## config.mk

```make
export PLATFORM = sky130hd
export DESIGN_NAME = pit_top
export DESIGN_NICKNAME = d
export VERILOG_FILES = /design/src/rtl/pit_pkg.sv /design/src/rtl/pit_regfile.sv /design/src/rtl/pit_core.sv /design/src/rtl/pit_irq.sv /design/src/rtl/pit_top.sv
export SDC_FILE = /design/constraint.sdc
export NUM_CORES = 1
export LEC_CHECK = 0
export ABC_AREA = 1
export BUFFER_PORTS_ARGS = -buffer_cell sky130_fd_sc_hd__buf_4
export CORE_ASPECT_RATIO = 1.2
export CORE_MARGIN = 10
export CORE_UTILIZATION = 36
export CTS_CLUSTER_DIAMETER = 80
export DETAILED_ROUTE_END_ITERATION = 8
export GPL_TIMING_DRIVEN = 0
export PLACE_DENSITY_LB_ADDON = 0.2
export RECOVER_POWER = 100
export SLEW_MARGIN = 20
export SYNTH_ARGS = -nofsm -noshare
export SYNTH_HDL_FRONTEND = slang
export SYNTH_SLANG_ARGS = --single-unit
```

## constraint.sdc

```tcl
create_clock -name clk -period 1.55 [get_ports clk]
set_input_delay 0.155 -clock clk [delete_from_list [all_inputs] [get_ports clk]]
set_output_delay 0.155 -clock clk [all_outputs]
set_load 0.02 [all_outputs]
```

## src/rtl/pit_pkg.sv

```systemverilog
package pit_pkg;
    localparam int DATA_W = 32;
    typedef logic [7:0] addr_t;

    localparam addr_t OFF_MASK = 8'h10;
    localparam addr_t OFF_RAW  = 8'h14;
    localparam addr_t OFF_MIS  = 8'h18;
    localparam addr_t OFF_CLR  = 8'h1C;
    localparam addr_t OFF_CNT  = 8'h20;
    localparam addr_t OFF_LOAD = 8'h24;
    localparam addr_t OFF_CTRL = 8'h28;

    localparam int PER_BIT  = 1;  // periodic event position in status/mask/clear
    localparam int EN_BIT   = 1;  // control: run enable
    localparam int SELF_BIT = 0;  // control: start on load write

    typedef enum logic [1:0] {
        S_IDLE  = 2'd0,
        S_RUN   = 2'd1,
        S_STALL = 2'd2
    } pit_state_t;
endpackage

```

## src/rtl/pit_regfile.sv

```systemverilog
module pit_regfile
    import pit_pkg::*;
#(
    parameter int CNT_W = 16
) (
    input  logic              clk,
    input  logic              rst_n,
    input  logic              bus_sel,
    input  logic              bus_wr,
    input  addr_t             bus_addr,
    input  logic [DATA_W-1:0] bus_wdata,
    input  logic [CNT_W-1:0]  cnt_q,
    input  logic [CNT_W-1:0]  load_q,
    input  logic              running,
    input  logic              raw_q,
    input  logic              mask_q,
    output logic              wr_load,
    output logic              wr_ctrl,
    output logic              wr_mask,
    output logic              wr_clr,
    output logic              self_q,
    output logic [DATA_W-1:0] bus_rdata
);
    logic wr_any;

    assign wr_any  = bus_sel && bus_wr;
    assign wr_load = wr_any && (bus_addr == OFF_LOAD);
    assign wr_ctrl = wr_any && (bus_addr == OFF_CTRL);
    assign wr_mask = wr_any && (bus_addr == OFF_MASK);
    assign wr_clr  = wr_any && (bus_addr == OFF_CLR);

    always_ff @(posedge clk) begin
        if (!rst_n)
            self_q <= 1'b0;
        else if (wr_ctrl)
            self_q <= bus_wdata[SELF_BIT];
    end

    always_comb begin
        bus_rdata = '0;
        unique case (bus_addr)
            OFF_CNT:  bus_rdata = DATA_W'(cnt_q);
            OFF_LOAD: bus_rdata = DATA_W'(load_q);
            OFF_CTRL: begin
                bus_rdata[EN_BIT]   = running;
                bus_rdata[SELF_BIT] = self_q;
            end
            OFF_MASK: bus_rdata[PER_BIT] = mask_q;
            OFF_RAW:  bus_rdata[PER_BIT] = raw_q;
            OFF_MIS:  bus_rdata[PER_BIT] = raw_q & mask_q;
            default:  bus_rdata = '0;
        endcase
    end
endmodule

```

## src/rtl/pit_core.sv

```systemverilog
module pit_core
    import pit_pkg::*;
#(
    parameter int CNT_W = 16
) (
    input  logic             clk,
    input  logic             rst_n,
    input  logic             tick,
    input  logic             wr_load,
    input  logic             wr_ctrl,
    input  logic             ctrl_en,
    input  logic             self_q,
    input  logic [CNT_W-1:0] wr_val,
    output logic [CNT_W-1:0] cnt_q,
    output logic [CNT_W-1:0] load_q,
    output logic             running,
    output logic             expire
);
    localparam logic [CNT_W-1:0] ONE = CNT_W'(1);

    pit_state_t state_q, state_d;
    logic             start_req, stop_req, cnt_ld, cnt_dec;
    logic [CNT_W-1:0] start_val;

    // state register
    always_ff @(posedge clk) begin
        if (!rst_n)
            state_q <= S_IDLE;
        else
            state_q <= state_d;
    end

    // next state and controls
    always_comb begin
        start_req = 1'b0;
        stop_req  = 1'b0;
        cnt_ld    = 1'b0;
        cnt_dec   = 1'b0;
        expire    = 1'b0;
        start_val = wr_load ? wr_val : load_q;
        state_d   = state_q;
        unique case (state_q)
            S_IDLE: begin
                start_req = (wr_ctrl && ctrl_en) || (wr_load && self_q);
                if (start_req)
                    state_d = (start_val == '0) ? S_STALL : S_RUN;
            end
            S_RUN: begin
                stop_req = wr_ctrl && !ctrl_en;
                if (stop_req)
                    state_d = S_IDLE;
                else if (tick) begin
                    if (cnt_q == ONE) begin
                        expire = 1'b1;
                        cnt_ld = 1'b1;
                    end else begin
                        cnt_dec = 1'b1;
                    end
                end
            end
            S_STALL: begin
                stop_req = wr_ctrl && !ctrl_en;
                if (stop_req)
                    state_d = S_IDLE;
            end
            default: state_d = S_IDLE;
        endcase
    end

    assign running = (state_q != S_IDLE);

    always_ff @(posedge clk) begin
        if (!rst_n)
            load_q <= '0;
        else if (wr_load && state_q == S_IDLE)
            load_q <= wr_val;
    end

    always_ff @(posedge clk) begin
        if (!rst_n)
            cnt_q <= '0;
        else if (start_req)
            cnt_q <= start_val;
        else if (cnt_ld)
            cnt_q <= load_q;
        else if (cnt_dec)
            cnt_q <= cnt_q - ONE;
    end
endmodule

```

## src/rtl/pit_irq.sv

```systemverilog
module pit_irq (
    input  logic clk,
    input  logic rst_n,
    input  logic expire,
    input  logic wr_mask,
    input  logic wr_clr,
    input  logic wbit,
    output logic raw_q,
    output logic mask_q,
    output logic irq
);
    always_ff @(posedge clk) begin
        if (!rst_n)
            mask_q <= 1'b0;
        else if (wr_mask)
            mask_q <= wbit;
    end

    // a fresh expiry outranks a clear in the same cycle
    always_ff @(posedge clk) begin
        if (!rst_n)
            raw_q <= 1'b0;
        else if (expire)
            raw_q <= 1'b1;
        else if (wr_clr && wbit)
            raw_q <= 1'b0;
    end

    assign irq = raw_q & mask_q;
endmodule

```

## src/rtl/pit_top.sv

```systemverilog
module pit_top
    import pit_pkg::*;
#(
    parameter int CNT_W = 16
) (
    input  logic        clk,
    input  logic        rst_n,
    input  logic        tick,
    input  logic        bus_sel,
    input  logic        bus_wr,
    input  logic [7:0]  bus_addr,
    input  logic [31:0] bus_wdata,
    output logic [31:0] bus_rdata,
    output logic        irq
);
    logic             wr_load, wr_ctrl, wr_mask, wr_clr, self_q;
    logic [CNT_W-1:0] cnt_q, load_q;
    logic             running, expire, raw_q, mask_q;

    pit_regfile #(.CNT_W(CNT_W)) u_regs (
        .clk(clk), .rst_n(rst_n),
        .bus_sel(bus_sel), .bus_wr(bus_wr), .bus_addr(bus_addr),
        .bus_wdata(bus_wdata),
        .cnt_q(cnt_q), .load_q(load_q), .running(running),
        .raw_q(raw_q), .mask_q(mask_q),
        .wr_load(wr_load), .wr_ctrl(wr_ctrl), .wr_mask(wr_mask),
        .wr_clr(wr_clr), .self_q(self_q), .bus_rdata(bus_rdata)
    );

    pit_core #(.CNT_W(CNT_W)) u_core (
        .clk(clk), .rst_n(rst_n), .tick(tick),
        .wr_load(wr_load), .wr_ctrl(wr_ctrl),
        .ctrl_en(bus_wdata[EN_BIT]), .self_q(self_q),
        .wr_val(bus_wdata[CNT_W-1:0]),
        .cnt_q(cnt_q), .load_q(load_q), .running(running), .expire(expire)
    );

    pit_irq u_irq (
        .clk(clk), .rst_n(rst_n), .expire(expire),
        .wr_mask(wr_mask), .wr_clr(wr_clr), .wbit(bus_wdata[PER_BIT]),
        .raw_q(raw_q), .mask_q(mask_q), .irq(irq)
    );
endmodule

```

==> After elaboration in Yosys (flattened, before gate mapping) <==
Cells that the tools add are included.
{ "word_totals": {"input_bits": 45, "out_inout_bits": 33, "mem_bits_ro": 0, "mem_bits_rw": 0, "regBits": 37, "elab_cells": 61, "latch_bits": 0, "mem_count": 0} }
{ "classes": {"mux": 22, "n_div": 0, "reduce_logical": 19, "n_lt_le_gt_ge": 0, "shift": 0, "mul": 0, "bitwise_logic": 1, "n_eq_ne": 12, "addsub": 1} }
{ "op_table": {"columns": ["op", "n"], "rows": [
  ["$mux W16", 4],
  ["$eq A8 B5 Y1 const B", 4],
  ["$pmux W14 S2", 1],
  ["$eq A8 B6 Y1 const B", 3],
  ["$eq A16 B1 Y1 const B", 1],
  ["$logic_not A16 Y1", 1],
  ["$sub A16 B1 Y16 const B", 1],
  ["$mux W1", 11],
  ["$logic_and A1 B1 Y1", 10],
  ["$mux W2", 3],
  ["$pmux W1 S6", 1],
  ["$ne A2 B1 Y1 const B", 2],
  ["$pmux W2 S2", 1],
  ["$reduce_bool A2 Y1", 2],
  ["$pmux W1 S3", 1],
  ["$reduce_bool A3 Y1", 1],
  ["$eq A2 B1 Y1 const B", 1],
  ["$eq A2 B2 Y1 const B", 1],
  ["$logic_not A2 Y1", 1],
  ["$reduce_and A2 Y1", 1],
  ["$reduce_or A2 Y1", 1],
  ["$and A1 B1 Y1", 1],
  ["$logic_not A1 Y1", 1],
  ["$logic_or A1 B1 Y1", 1]
]} }

==> Longest topological paths before layout <==
Gate-level depths: netlist of the first run.
{ "logic_depth": {"word_depth": 8, "mapped_depth": 15, "ltp_nobuf": 15} }

==> Hierarchy <==
From an unflattened synthesis of the first run, not the netlist that was laid out.
{ "unflattened": {"cells_unflattened": 541, "area_unflattened_um2": 3133.0} }
{ "modules_own_cells": {"columns": ["mod", "area_each_um2", "cells_each", "seq_area_each_um2", "n_inst"], "rows": [
  ["pit_core", 2456.1, 410, 680.7, 1],
  ["pit_regfile", 589.3, 118, 20.0, 1],
  ["pit_irq", 87.6, 13, 40.0, 1]
]} }

==> Worst setup path before layout of the first run <==
OpenSTA, ideal clock, no wires.
{ "synth_path": {"kind": "register to register", "startpoint": "register u_core.state_q[1]", "endpoint": "register u_core.cnt_q[10]", "stages_incl_launch_ff": 14, "path_buffers": 1, "synth_period_minus_slack_ns": 1.679, "required_time_ns": 1.420, "setup_slack_ns": -0.129, "arrival_time_ns": 1.549, "setup_time_ns": 0.130, "path_cell_list": "dfxtp_1 > inv_1 > ha_1 > nand2_1 > inv_1 > nand2_1 > nor2_1 > and3_2 > nand2_8 > buf_8 > o21ai_1 > nor2_1 > nor2_1 > nor2_1"} }
{ "synth_via": {"elab_chain_cells": 4, "word_cells_on_any_way": 8, "cone_classes": "1 x eq/ne; 5 x mux; 2 x reduce/logical"} }
{ "synth_lines": {"columns": ["element", "line_no", "rtl"], "rows": [
  ["start: declaration", "pit_core.sv:21", "pit_state_t state_q, state_d;"],
  ["start signal: assignment", "pit_core.sv:30", "state_q <= state_d;"],
  ["$eq A2 B1 Y1", "pit_core.sv:42", "unique case (state_q)"],
  ["$mux W1", "pit_core.sv:42", null],
  ["$mux W16", "pit_core.sv:84", "else if (cnt_ld)"],
  ["$mux W16", "pit_core.sv:82", "else if (start_req)"],
  ["end signal: assignment", "pit_core.sv:83", "cnt_q <= start_val;"],
  ["end signal: assignment", "pit_core.sv:85", "cnt_q <= load_q;"],
  ["end signal: assignment", "pit_core.sv:87", "cnt_q <= cnt_q - ONE;"],
  ["end: declaration", "pit_core.sv:14", "output logic [CNT_W-1:0] cnt_q,"]
]} }
Parallel ways exist; a longest one is shown, timed or not.
A chain may end at the register's enable or synchronous reset.

==> Final worst setup path of the first run <==
{ "layout_path": {"startpoint": "register u_core.cnt_q[1]", "endpoint": "register u_core.cnt_q[6]"} }
{ "layout_via": {"elab_chain_cells": 7, "word_cells_on_any_way": 14, "cone_classes": "1 x add/sub; 1 x eq/ne; 11 x mux; 1 x reduce/logical"} }
{ "layout_lines": {"columns": ["element"], "rows": [
  ["parallel branches: the longest is 7 deep, another holds $sub A16 B1 Y16"]
]} }
Several ways; the timed one is not identified. The select of a mux whose other input is x is not followed.

==> results of run 1 <==
[cells by family after synthesis]
group | share of synthesized area
fa+ha+maj | 0.0165
flops | 0.245
buf+inv | 0.160
xor+xnor | 0.0260
other cells | 0.00124
simple gates | 0.381
compound gates | 0.170
[Yosys cell counts (all sizes together), types with 2 or more instances]
library cell    n
dfxtp          37
o31ai           2
nor2           65
inv            68
o221ai          2
a21oi          28
nand4           5
xor2            9
o21ai          38
nand2         127
nor3            6
clkbuf          7
ha              4
buf            24
a31oi           2
nand3          44
o22ai          14
[registers in the layout (all words and copies together), names as in the netlist]
name and flops:
u_irq.mask_q 1, u_core.state_q 2, u_core.load_q 16, u_irq.raw_q 1, u_regs.self_q 1, u_core.cnt_q 16
[through the flow]
step                setup WS (ns)  setup TNS [ns]  total power, mW  cells  hold slack, ns
finish                     -0.247           -2.65             1.86    706           0.121
global route               -0.327           -5.04             1.92    706           0.134
CTS                        -0.181           -1.95             1.87    686           0.119
detailed placement         -0.507          -12.34             1.18    663           0.436
global placement           -0.547          -12.42             1.18    663           0.427
floorplan                 -0.0122          -0.129             1.10    504           0.283
[layer usage]
metal  vias up  track usage  part of all wire
met5         -            0                 0
met4         0       0.0906             0.039
met3        32       0.0313             0.059
met2       152        0.290              0.50
met1      1616        0.181              0.40
li1       1746            -                 -
[worst paths after layout]
kind | startpoint | to | slack, ns | cells past startpoint
max | u_core.cnt_q[1] | u_core.cnt_q[6] | -0.25 | 12
min reg2reg | u_core.state_q[0] | u_core.state_q[0] | 0.51 | 2
max reg2reg | u_core.cnt_q[1] | u_core.cnt_q[6] | -0.25 | 12
min | rst_n | u_core.load_q[0] | 0.12 | 3
[layout make-up]
| cell class | count | area (µm²) | area share |
|---|---|---|---|
| plain buffers | 31 | 262 | 0.0601 |
| well taps | 114 | 143 | 0.0328 |
| repair buffers | 80 | 628 | 0.144 |
| clock buffers | 8 | 80.1 | 0.0184 |
| multi-input cells | 367 | 2200 | 0.506 |
| flip-flops and latches | 37 | 754 | 0.174 |
| inverters | 69 | 280 | 0.0645 |
[timing repair]
item	4_1_cts	5_1_grt
buffers inserted	15	21
setup endpoints to repair	45	38
pin swaps	18	29
resized for setup	63	61
[worst register-to-register path, delay by kind of cell, from the launching register on]
kind                     cells  cell delay, ns
AND/OR/NAND/NOR              6            0.68
AO/OA/AOI/OAI                2            0.12
adder cells (fa/ha/maj)      1            0.15
buffers and inverters        3            0.38
flip-flops                   1            0.34
[where the power goes]
part | total [mW] | switching, mW | internal (mW)
combinational | 0.224 | 0.133 | 0.0911
clock | 0.691 | 0.371 | 0.320
sequential | 0.949 | 0.000497 | 0.948
total | 1.86 | 0.505 | 1.36
[cells in the final DEF, fill, tap and decap left out, types with 2 or more instances in the layout]
cell type,Yosys,layout
nand3_2,0,8
nand2_8,2,2
nand2_4,2,5
o22ai_1,14,3
nor3_2,1,2
clkbuf_1,7,8
nand2_1,118,108
a21oi_1,24,21
nand3_4,1,2
clkbuf_2,0,2
nand2_2,5,12
o21ai_1,10,7
dfxtp_1,37,28
buf_8,1,3
o21ai_0,22,21
o21ai_2,6,9
conb_1,1,16
ha_4,0,4
xor2_1,9,9
a31oi_1,2,2
inv_4,1,7
inv_2,5,10
buf_4,16,87
nor2_2,4,14
nand3_1,43,34
nand4_1,5,5
a21oi_2,3,6
nor2_1,58,43
o22ai_2,0,10
inv_1,62,51
clkbuf_8,0,6
buf_6,4,11
nor2_4,2,7
nor3_1,5,4
dfxtp_2,0,8
==> impl_metrics.csv, run 1 <==
group,metric,value,unit
worst_hold_path,hold_class,"in -> reg",
critical_path,cpLargestDelayFamily,"simple AND/OR/NAND/NOR gates",
clock_network,clock_latency,0.30,ns
run_status,outcome,"complete, but fails checks",
detailed_routing,wl_per_cell,15.9,µm
placed_design,place_congestion,0.972,
logic_synthesis,synth_cell_types,41,
die,die-area,0.0125,mm²
run_status,violations,"setup timing",
die,start_util,0.371,
detailed_routing,num_vias,3546,
logic_synthesis,syn_avg_cell_area,6.19,µm²
timing,period_share,1.16,
clock_network,clock_path_buffers,2,
critical_path,cp-start-kind,"flip-flop",
timing,max_freq,0.557,GHz
critical_path,critical_path.most_common_cell,"nor2_1",
timing,fin_crit,1.80,ns
logic_synthesis,yosysWarnings,0,
clock_network,cts_buffers,5,
timing,setup_violations,19,
global_routing,grt_start_max_net_pins,11,
critical_path,cp_max_fo,6,
global_routing,grt-ovfl-total,0,
timing,tightest_slew,0.659,ns
clock_network,htreeDepth,2,
clock_network,cts.sinks,37,
timing,finalMaxSlewViolations,0,
detailed_routing,drt_wl_total,11.2,mm
timing,relSlewSlack,0.560,
critical_path,critical_path.endpoint_type,"flip-flop",
critical_path,path_cells,"inv_4, ha_4, nand3_1, nor2_1, and3_4, nand2_8, buf_8, buf_4, o21ai_4, a21oi_2, nor2_1, nor2_1",
timing,grt_setup_unrepaired,"yes",
final_layout,n_antenna_cell,0,
power_and_ir_drop,p_leak,2.03,nW
die,ioPinCount,78,
clock_network,holdBufCountCts,0,
logic_synthesis,synth_edf_count,0,
logic_synthesis,ys_seq_area_frac,0.245,
timing,finClkSkew,0.00371,ns
logic_synthesis,syn_inst,489,
logic_synthesis,synth_area_leaders,"dfxtp_1, nand2_1, inv_1, nor2_1, nand3_1",
logic_synthesis,synthesis.area,0.00303,mm²
die,coreArea,0.00815,mm²
final_layout,drive_above_1_share,0.383,
critical_path,cp_slowest_cell,"dfxtp_2",
final_layout,final_util,0.533,
detailed_routing,drt-vias-per-instance,5.02,
timing,hold_viol_final,0,
clock_network,clockRootBuffer,"clkbuf_8",
global_routing,grt_pass1_vias,3420,
critical_path,critPathKind,"reg -> reg",
power_and_ir_drop,peakVddDrop,318,µV
final_layout,syn2layout_area_growth,43.6,%
clock_network,tritoncts,"yes",
detailed_routing,dr.first_iter.drc_count,224,
logic_synthesis,synth.top_cell.area_share,0.245,
placed_design,numPortBuffers,45,
detailed_routing,drc_errors,0,
critical_path,slowest_delay,0.34,ns
die,die_w,104,µm
final_layout,layout.nets,640,
final_layout,fillCellCount,809,
timing,setup_ws,-0.247,ns
logic_synthesis,yosysTopAreaCell,"dfxtp_1",
logic_synthesis,synth_flop_cell,"dfxtp_1",
global_routing,grt_antenna_before_repair,0,
clock_network,clk_pin_slew_worst_paths,0.08,ns
detailed_routing,drtPass1Iterations,5,
placed_design,dpl.hpwl,8.33,mm
power_and_ir_drop,powerDensity,429,mW/mm²
logic_synthesis,async_flop_share,0,
placed_design,postPlaceCellArea,0.00358,mm²
critical_path,crit_arrival,1.97,ns
final_layout,fin_area,0.00435,mm²
logic_synthesis,ys_ff_latch,37,
critical_path,worstPathRequired,1.72,ns
die,die_h,120,µm
job,drv_cap,0,
die,rows,36,
detailed_routing,ant_nets,0,
critical_path,crit_buf_inv,3,
global_routing,grt_pass1_wl,16.9,mm
global_routing,grt_util_all_layers,0.163,
(Power assumes the default switching activity.)
==> run 2: changes to the inputs <==
CORE_UTILIZATION = 49   (was 36)
==> run 2 against run 1 <==
The flow still finishes with violations (setup timing). Die area down 22%. Hold slack worse by 0.012 ns. Critical path depth down 2. Power up 0.91%. Sequential cell count unchanged. Via count down 0.56%. Count of clock-buffer cells in the layout down 1. Highest routed layer unchanged. Critical path type unchanged. Sequential share of layout area up 0.60 points. Non-clock buffer count down 10. Largest power group unchanged.
==> impl_metrics.csv, run 2 (synthesized netlist as in run 1, its figures left out) <==
group,metric,value,unit
final_layout,drive_above_1_share,0.360,
detailed_routing,drc_errors,0,
critical_path,cpLargestDelayFamily,"simple AND/OR/NAND/NOR gates",
power_and_ir_drop,p_leak,1.99,nW
die,ioPinCount,78,
job,drv_cap,0,
clock_network,clockRootBuffer,"clkbuf_8",
critical_path,cp_slowest_cell,"dfxtp_2",
run_status,violations,"setup timing",
clock_network,clock_latency,0.30,ns
global_routing,grt_pass1_vias,3397,
timing,period_share,1.10,
critical_path,crit_arrival,1.87,ns
critical_path,critPathKind,"reg -> reg",
detailed_routing,drt-vias-per-instance,5.32,
placed_design,dp_worst_setup_slack,-0.471,ns
clock_network,cts.sinks,37,
detailed_routing,wl_per_cell,16.0,µm
critical_path,cp_max_fo,4,
timing,tightest_slew,0.626,ns
final_layout,layout.nets,630,
critical_path,cp-start-kind,"flip-flop",
worst_hold_path,hold_class,"in -> reg",
placed_design,place_congestion,0.956,
placed_design,dpl.hpwl,7.90,mm
timing,fin_crit,1.71,ns
timing,finalMaxSlewViolations,0,
clock_network,cts_buffers,5,
detailed_routing,dr.first_iter.drc_count,283,
timing,max_freq,0.586,GHz
final_layout,layout_common_cells,"nand2_1, buf_4, inv_1, nor2_1, nand3_1",
final_layout,syn2layout_area_growth,37.9,%
critical_path,critical_path.most_common_cell,"nor2_1",
clock_network,holdBufCountCts,0,
clock_network,clk_pin_slew_worst_paths,0.08,ns
critical_path,crit_buf_inv,1,
die,die-area,0.00974,mm²
detailed_routing,drtPass1Iterations,5,
timing,setup_ws,-0.156,ns
die,start_util,0.504,
timing,grt_setup_unrepaired,"yes",
run_status,outcome,"complete, but fails checks",
power_and_ir_drop,powerDensity,451,mW/mm²
global_routing,grt_util_all_layers,0.205,
timing,setup_tns,-1.30,ns
critical_path,worstPathRequired,1.72,ns
timing,setup_violations,19,
detailed_routing,drt_wl_total,10.6,mm
clock_network,clock_path_buffers,2,
die,coreArea,0.00601,mm²
die,die_w,91.8,µm
critical_path,path_cells,"inv_4, ha_4, nand4_1, nor2_2, nand3b_1, xor2_1, nor2_1, nor2_1, nor2_1, nor2_1",
placed_design,numPortBuffers,45,
timing,relSlewSlack,0.582,
power_and_ir_drop,total_power,1.88,mW
die,rows,31,
final_layout,fillCellCount,526,
final_layout,n_antenna_cell,0,
global_routing,grt_start_max_net_pins,11,
global_routing,grt_antenna_before_repair,0,
final_layout,final_common_cell,"nand2_1",
final_layout,fin_area,0.00417,mm²
global_routing,grt-ovfl-total,0,
critical_path,critical_path.endpoint_type,"flip-flop",
placed_design,postPlaceCellArea,0.00354,mm²
timing,hold_viol_final,0,
detailed_routing,num_vias,3526,
clock_network,tritoncts,"yes",
final_layout,top_regs,"u_core.cnt_q (16), u_core.load_q (16), u_core.state_q (2)",
critical_path,slowest_delay,0.36,ns
clock_network,htreeDepth,2,
timing,finClkSkew,0.00985,ns
detailed_routing,ant_nets,0,
power_and_ir_drop,peakVddDrop,469,µV
global_routing,grt_pass1_wl,16.5,mm
die,die_h,106,µm
## run 2: cell types whose count changed in the layout (fill, tap and decap cells not counted), sizes merged
| cell | before | now |
|---|---|---|
| buf | 103 | 91 |
| clkbuf | 16 | 17 |
| clkinv | 0 | 1 |
| clkinvlp | 1 | 0 |
## run 2: path summary, 6_finish.rpt
kind,cells past startpoint,slack (ns),start,to
hold reg to reg,2,0.49,u_core.state_q[1],u_core.state_q[1]
hold / removal,3,0.11,bus_wdata[0],u_regs.self_q
setup / recovery,10,-0.16,u_core.cnt_q[0],u_core.cnt_q[12]
setup reg to reg,10,-0.16,u_core.cnt_q[0],u_core.cnt_q[12]
## run 2: where the power goes
| group | switching, mW | internal [mW] | total (mW) |
|---|---|---|---|
| clock | 0.351 | 0.353 | 0.704 |
| combinational | 0.133 | 0.0939 | 0.227 |
| sequential | 0.000510 | 0.950 | 0.951 |
## run 2: cell type report
cell class	instances	area [µm²]	area share
sequential	37	749	0.180
clock buffer	7	86.3	0.0207
inverter	69	280	0.0671
tap	82	103	0.0246
timing repair buffer	70	553	0.132
multi-input combinational	367	2150	0.516
buffer	31	249	0.0597
## run 2: metal layers
metal / global-route usage / routed length [µm]
met1: 0.232 / 4230
met2: 0.358 / 5310
met3: 0.0436 / 769
met4: 0.0960 / 330
met5: 0 / 0
## run 2: worst reg2reg max path: stages (launching register included)
cell and delay (ns):
dfxtp_2 0.36, inv_4 0.10, ha_4 0.15, nand4_1 0.20, nor2_2 0.17, nand3b_1 0.15
xor2_1 0.17, nor2_1 0.10, nor2_1 0.05, nor2_1 0.08, nor2_1 0.04
## run 2: per-stage QoR
stage,hold WS (ns),std cells,utilization
3_3_place_gp,0.425,631,0.590
4_1_cts,0.108,653,0.661
3_5_place_dp,0.421,631,0.590
6_report,0.109,663,0.694
2_1_floorplan,0.283,504,-
5_1_grt,0.121,663,0.694
## run 2: timing repair
action	CTS	global route
pin swaps	21	16
endpoints found under the setup margin	36	40
gates cloned	1	0
buffers inserted	14	10
gates resized for setup	61	42
==> run 3: changes to the inputs <==
BUFFER_PORTS_ARGS = -buffer_cell sky130_fd_sc_hd__buf_2   (was -buffer_cell sky130_fd_sc_hd__buf_4)
CORE_ASPECT_RATIO = 0.6   (was 1.2)
CORE_UTILIZATION = 50   (was 49)
clock period = 2.1 ns   (was 1.55 ns; I/O delays follow)
==> run 3 against run 2 <==
The run now ends clean. Final cell count fell by 3.5%. Clock skew up 0.00059 ns. Via count down 2.8%. Routed wire length is 3.1% lower. Non-clock buffer count shrank 22. Cell area shrank 15%. Register-to-register slack gained 0.31 ns. Count of clock-buffer cells in the layout shrank 1. Critical path type is now in -> out.
==> impl_metrics.csv, run 3 (synthesized netlist as in run 1, its figures left out) <==
group,metric,value,unit
run_status,outcome,"finished clean",
die,start_util,0.529,
placed_design,numPortBuffers,45,
worst_hold_path,hold_class,"in -> reg",
final_layout,syn2layout_area_growth,16.8,%
clock_network,cts.sinks,37,
worst_hold_path,min_to,"u_regs.self_q",
critical_path,crit_arrival,1.75,ns
final_layout,instances_no_fill,640,
die,die_w,120,µm
power_and_ir_drop,powerDensity,422,mW/mm²
global_routing,grt_pass1_vias,2936,
global_routing,grt_start_max_net_pins,13,
global_routing,busiest_layer,"met1",
final_layout,n_antenna_cell,0,
power_and_ir_drop,peakVddDrop,221,µV
clock_network,htreeDepth,2,
die,die-area,0.00967,mm²
clock_network,clk_pin_slew_worst_paths,0.08,ns
critical_path,cp_max_fo,10,
global_routing,grt-ovfl-total,0,
global_routing,grt_pass1_wl,15.7,mm
power_and_ir_drop,p_clk_frac,0.433,
placed_design,dpl.hpwl,8.30,mm
global_routing,grt_antenna_before_repair,0,
detailed_routing,drt-vias-per-instance,5.36,
timing,grt_setup_unrepaired,"no",
power_and_ir_drop,switchingPower,0.381,mW
worst_hold_path,hold_start,"bus_wdata[0]",
placed_design,dpl.cell_count,629,
timing,hold_viol_final,0,
final_layout,layout_common_cells,"nand2_1, inv_1, nor2_1, nand3_1, dfxtp_1",
placed_design,place_congestion,0.994,
critical_path,reg2reg_to,"u_core.cnt_q[6]",
detailed_routing,drt_wl_total,10.3,mm
clock_network,clock_latency,0.30,ns
timing,setup_violations,0,
power_and_ir_drop,p_leak,1.73,nW
die,ioPinCount,78,
detailed_routing,ant_nets,0,
final_layout,final_common_cell,"nand2_1",
final_layout,layout.nets,608,
critical_path,r2r_slack,0.15,ns
timing,finalMaxSlewViolations,0,
critical_path,critPathKind,"in -> out",
clock_network,clockRootBuffer,"clkbuf_8",
power_and_ir_drop,p_comb_frac,0.096,
power_and_ir_drop,seq_power_share,0.471,
detailed_routing,num_vias,3429,
final_layout,top_regs,"u_core.cnt_q (16), u_core.load_q (16), u_core.state_q (2)",
clock_network,holdBufCountCts,0,
detailed_routing,wl_per_cell,16.1,µm
global_routing,use_met1,0.308,
die,coreArea,0.00573,mm²
timing,fin_crit,1.96,ns
timing,relSlewSlack,0.598,
job,drv_cap,0,
critical_path,worstPathRequired,1.89,ns
global_routing,use_met2,0.265,
detailed_routing,drc_errors,0,
timing,period_share,0.935,
timing,setup_tns,0,ns
critical_path,r2r_start,"u_core.state_q[1]",
die,die_h,80.3,µm
clock_network,cts_buffers,5,
die,rows,21,
global_routing,gr-usage-met3,0.0705,
detailed_routing,dr.first_iter.drc_count,452,
clock_network,clock_path_buffers,2,
worst_hold_path,whs_path_depth,3,
power_and_ir_drop,switching_share,0.256,
critical_path,reg2reg_depth,13,
timing,max_freq,0.510,GHz
timing,finClkSkew,0.0104,ns
power_and_ir_drop,p_int,1.11,mW
global_routing,grt_util_all_layers,0.204,
timing,tightest_slew,0.603,ns
final_layout,drive_above_1_share,0.204,
clock_network,tritoncts,"yes",
critical_path,critical_path.endpoint_type,"output pin",
detailed_routing,drtPass1Iterations,5,
critical_path,cp-start-kind,"input port",
[run 3: cell types whose count changed in the layout (fill, tap and decap cells not counted), sizes merged]
cell and delta:
buf -36, bufinv +1, clkbuf +13, clkinv +1, clkinvlp +1, inv -1
[run 3: routing by layer]
metal  part of all wire  vias to the layer above
met5                  0                        -
met4             0.0053                        0
met3               0.15                        9
met2               0.38                      214
met1               0.46                     1521
li1                   -                     1685
[run 3: worst max path at each step]
stage                     cells past startpoint         startpoint                to  slack [ns]
after floorplan                              13  u_core.state_q[1]  u_core.cnt_q[10]        0.42
after CTS                                     9        bus_addr[1]      bus_rdata[3]        0.05
after global placement                        9        bus_addr[1]      bus_rdata[4]       0.004
final                                         9        bus_addr[1]      bus_rdata[2]        0.14
after global routing                         13        bus_addr[3]   u_core.cnt_q[5]       0.006
after detailed placement                      9        bus_addr[1]      bus_rdata[3]      -0.008
[run 3: power by group through the flow]
| stage | sequential (mW) | clock, mW | combinational [mW] |
|---|---|---|---|
| floorplan | 0.718 | 0 | 0.0914 |
| global placement | 0.718 | 0 | 0.138 |
| detailed placement | 0.718 | 0 | 0.140 |
| CTS | 0.702 | 0.644 | 0.140 |
| global route | 0.702 | 0.672 | 0.156 |
| finish | 0.702 | 0.646 | 0.143 |
[run 3: layout make-up]
cell class                      instances  area (µm²)
Multi-Input combinational cell        367        1850
Fill cell                             577        2190
Timing Repair Buffer                   49         250
Buffer                                 30         216
Sequential cell                        37         741
Tap cell                               80         100
Inverter                               69         267
Clock inverter                          2        38.8
Clock buffer                            6        72.6
[run 3: per-stage QoR]
step	total power [mW]	hold WS, ns	utilization	setup WS (ns)	area, µm²
after floorplan	0.809	0.338	-	0.421	3080
final	1.49	0.162	0.617	0.137	3540
after CTS	1.49	0.168	0.615	0.0534	3520
after detailed placement	0.858	0.468	0.595	-0.00827	3410
after global placement	0.856	0.468	0.595	0.00432	3410
after global routing	1.53	0.187	0.617	0.00558	3540
[run 3: critical path: stages]
cell	delay, ns
buf_2	0.10
nor2_1	0.15
nand2_1	0.15
nor2_4	0.24
buf_4	0.23
clkinvlp_4	0.15
buf_4	0.17
o22ai_1	0.15
clkbuf_2	0.21
[run 3: repair_timing]
action                                  4_1_cts  5_1_grt
gates resized for setup                       1        7
endpoints found under the setup margin        3       17
pin swaps                                     0        1
buffers inserted                              0        4
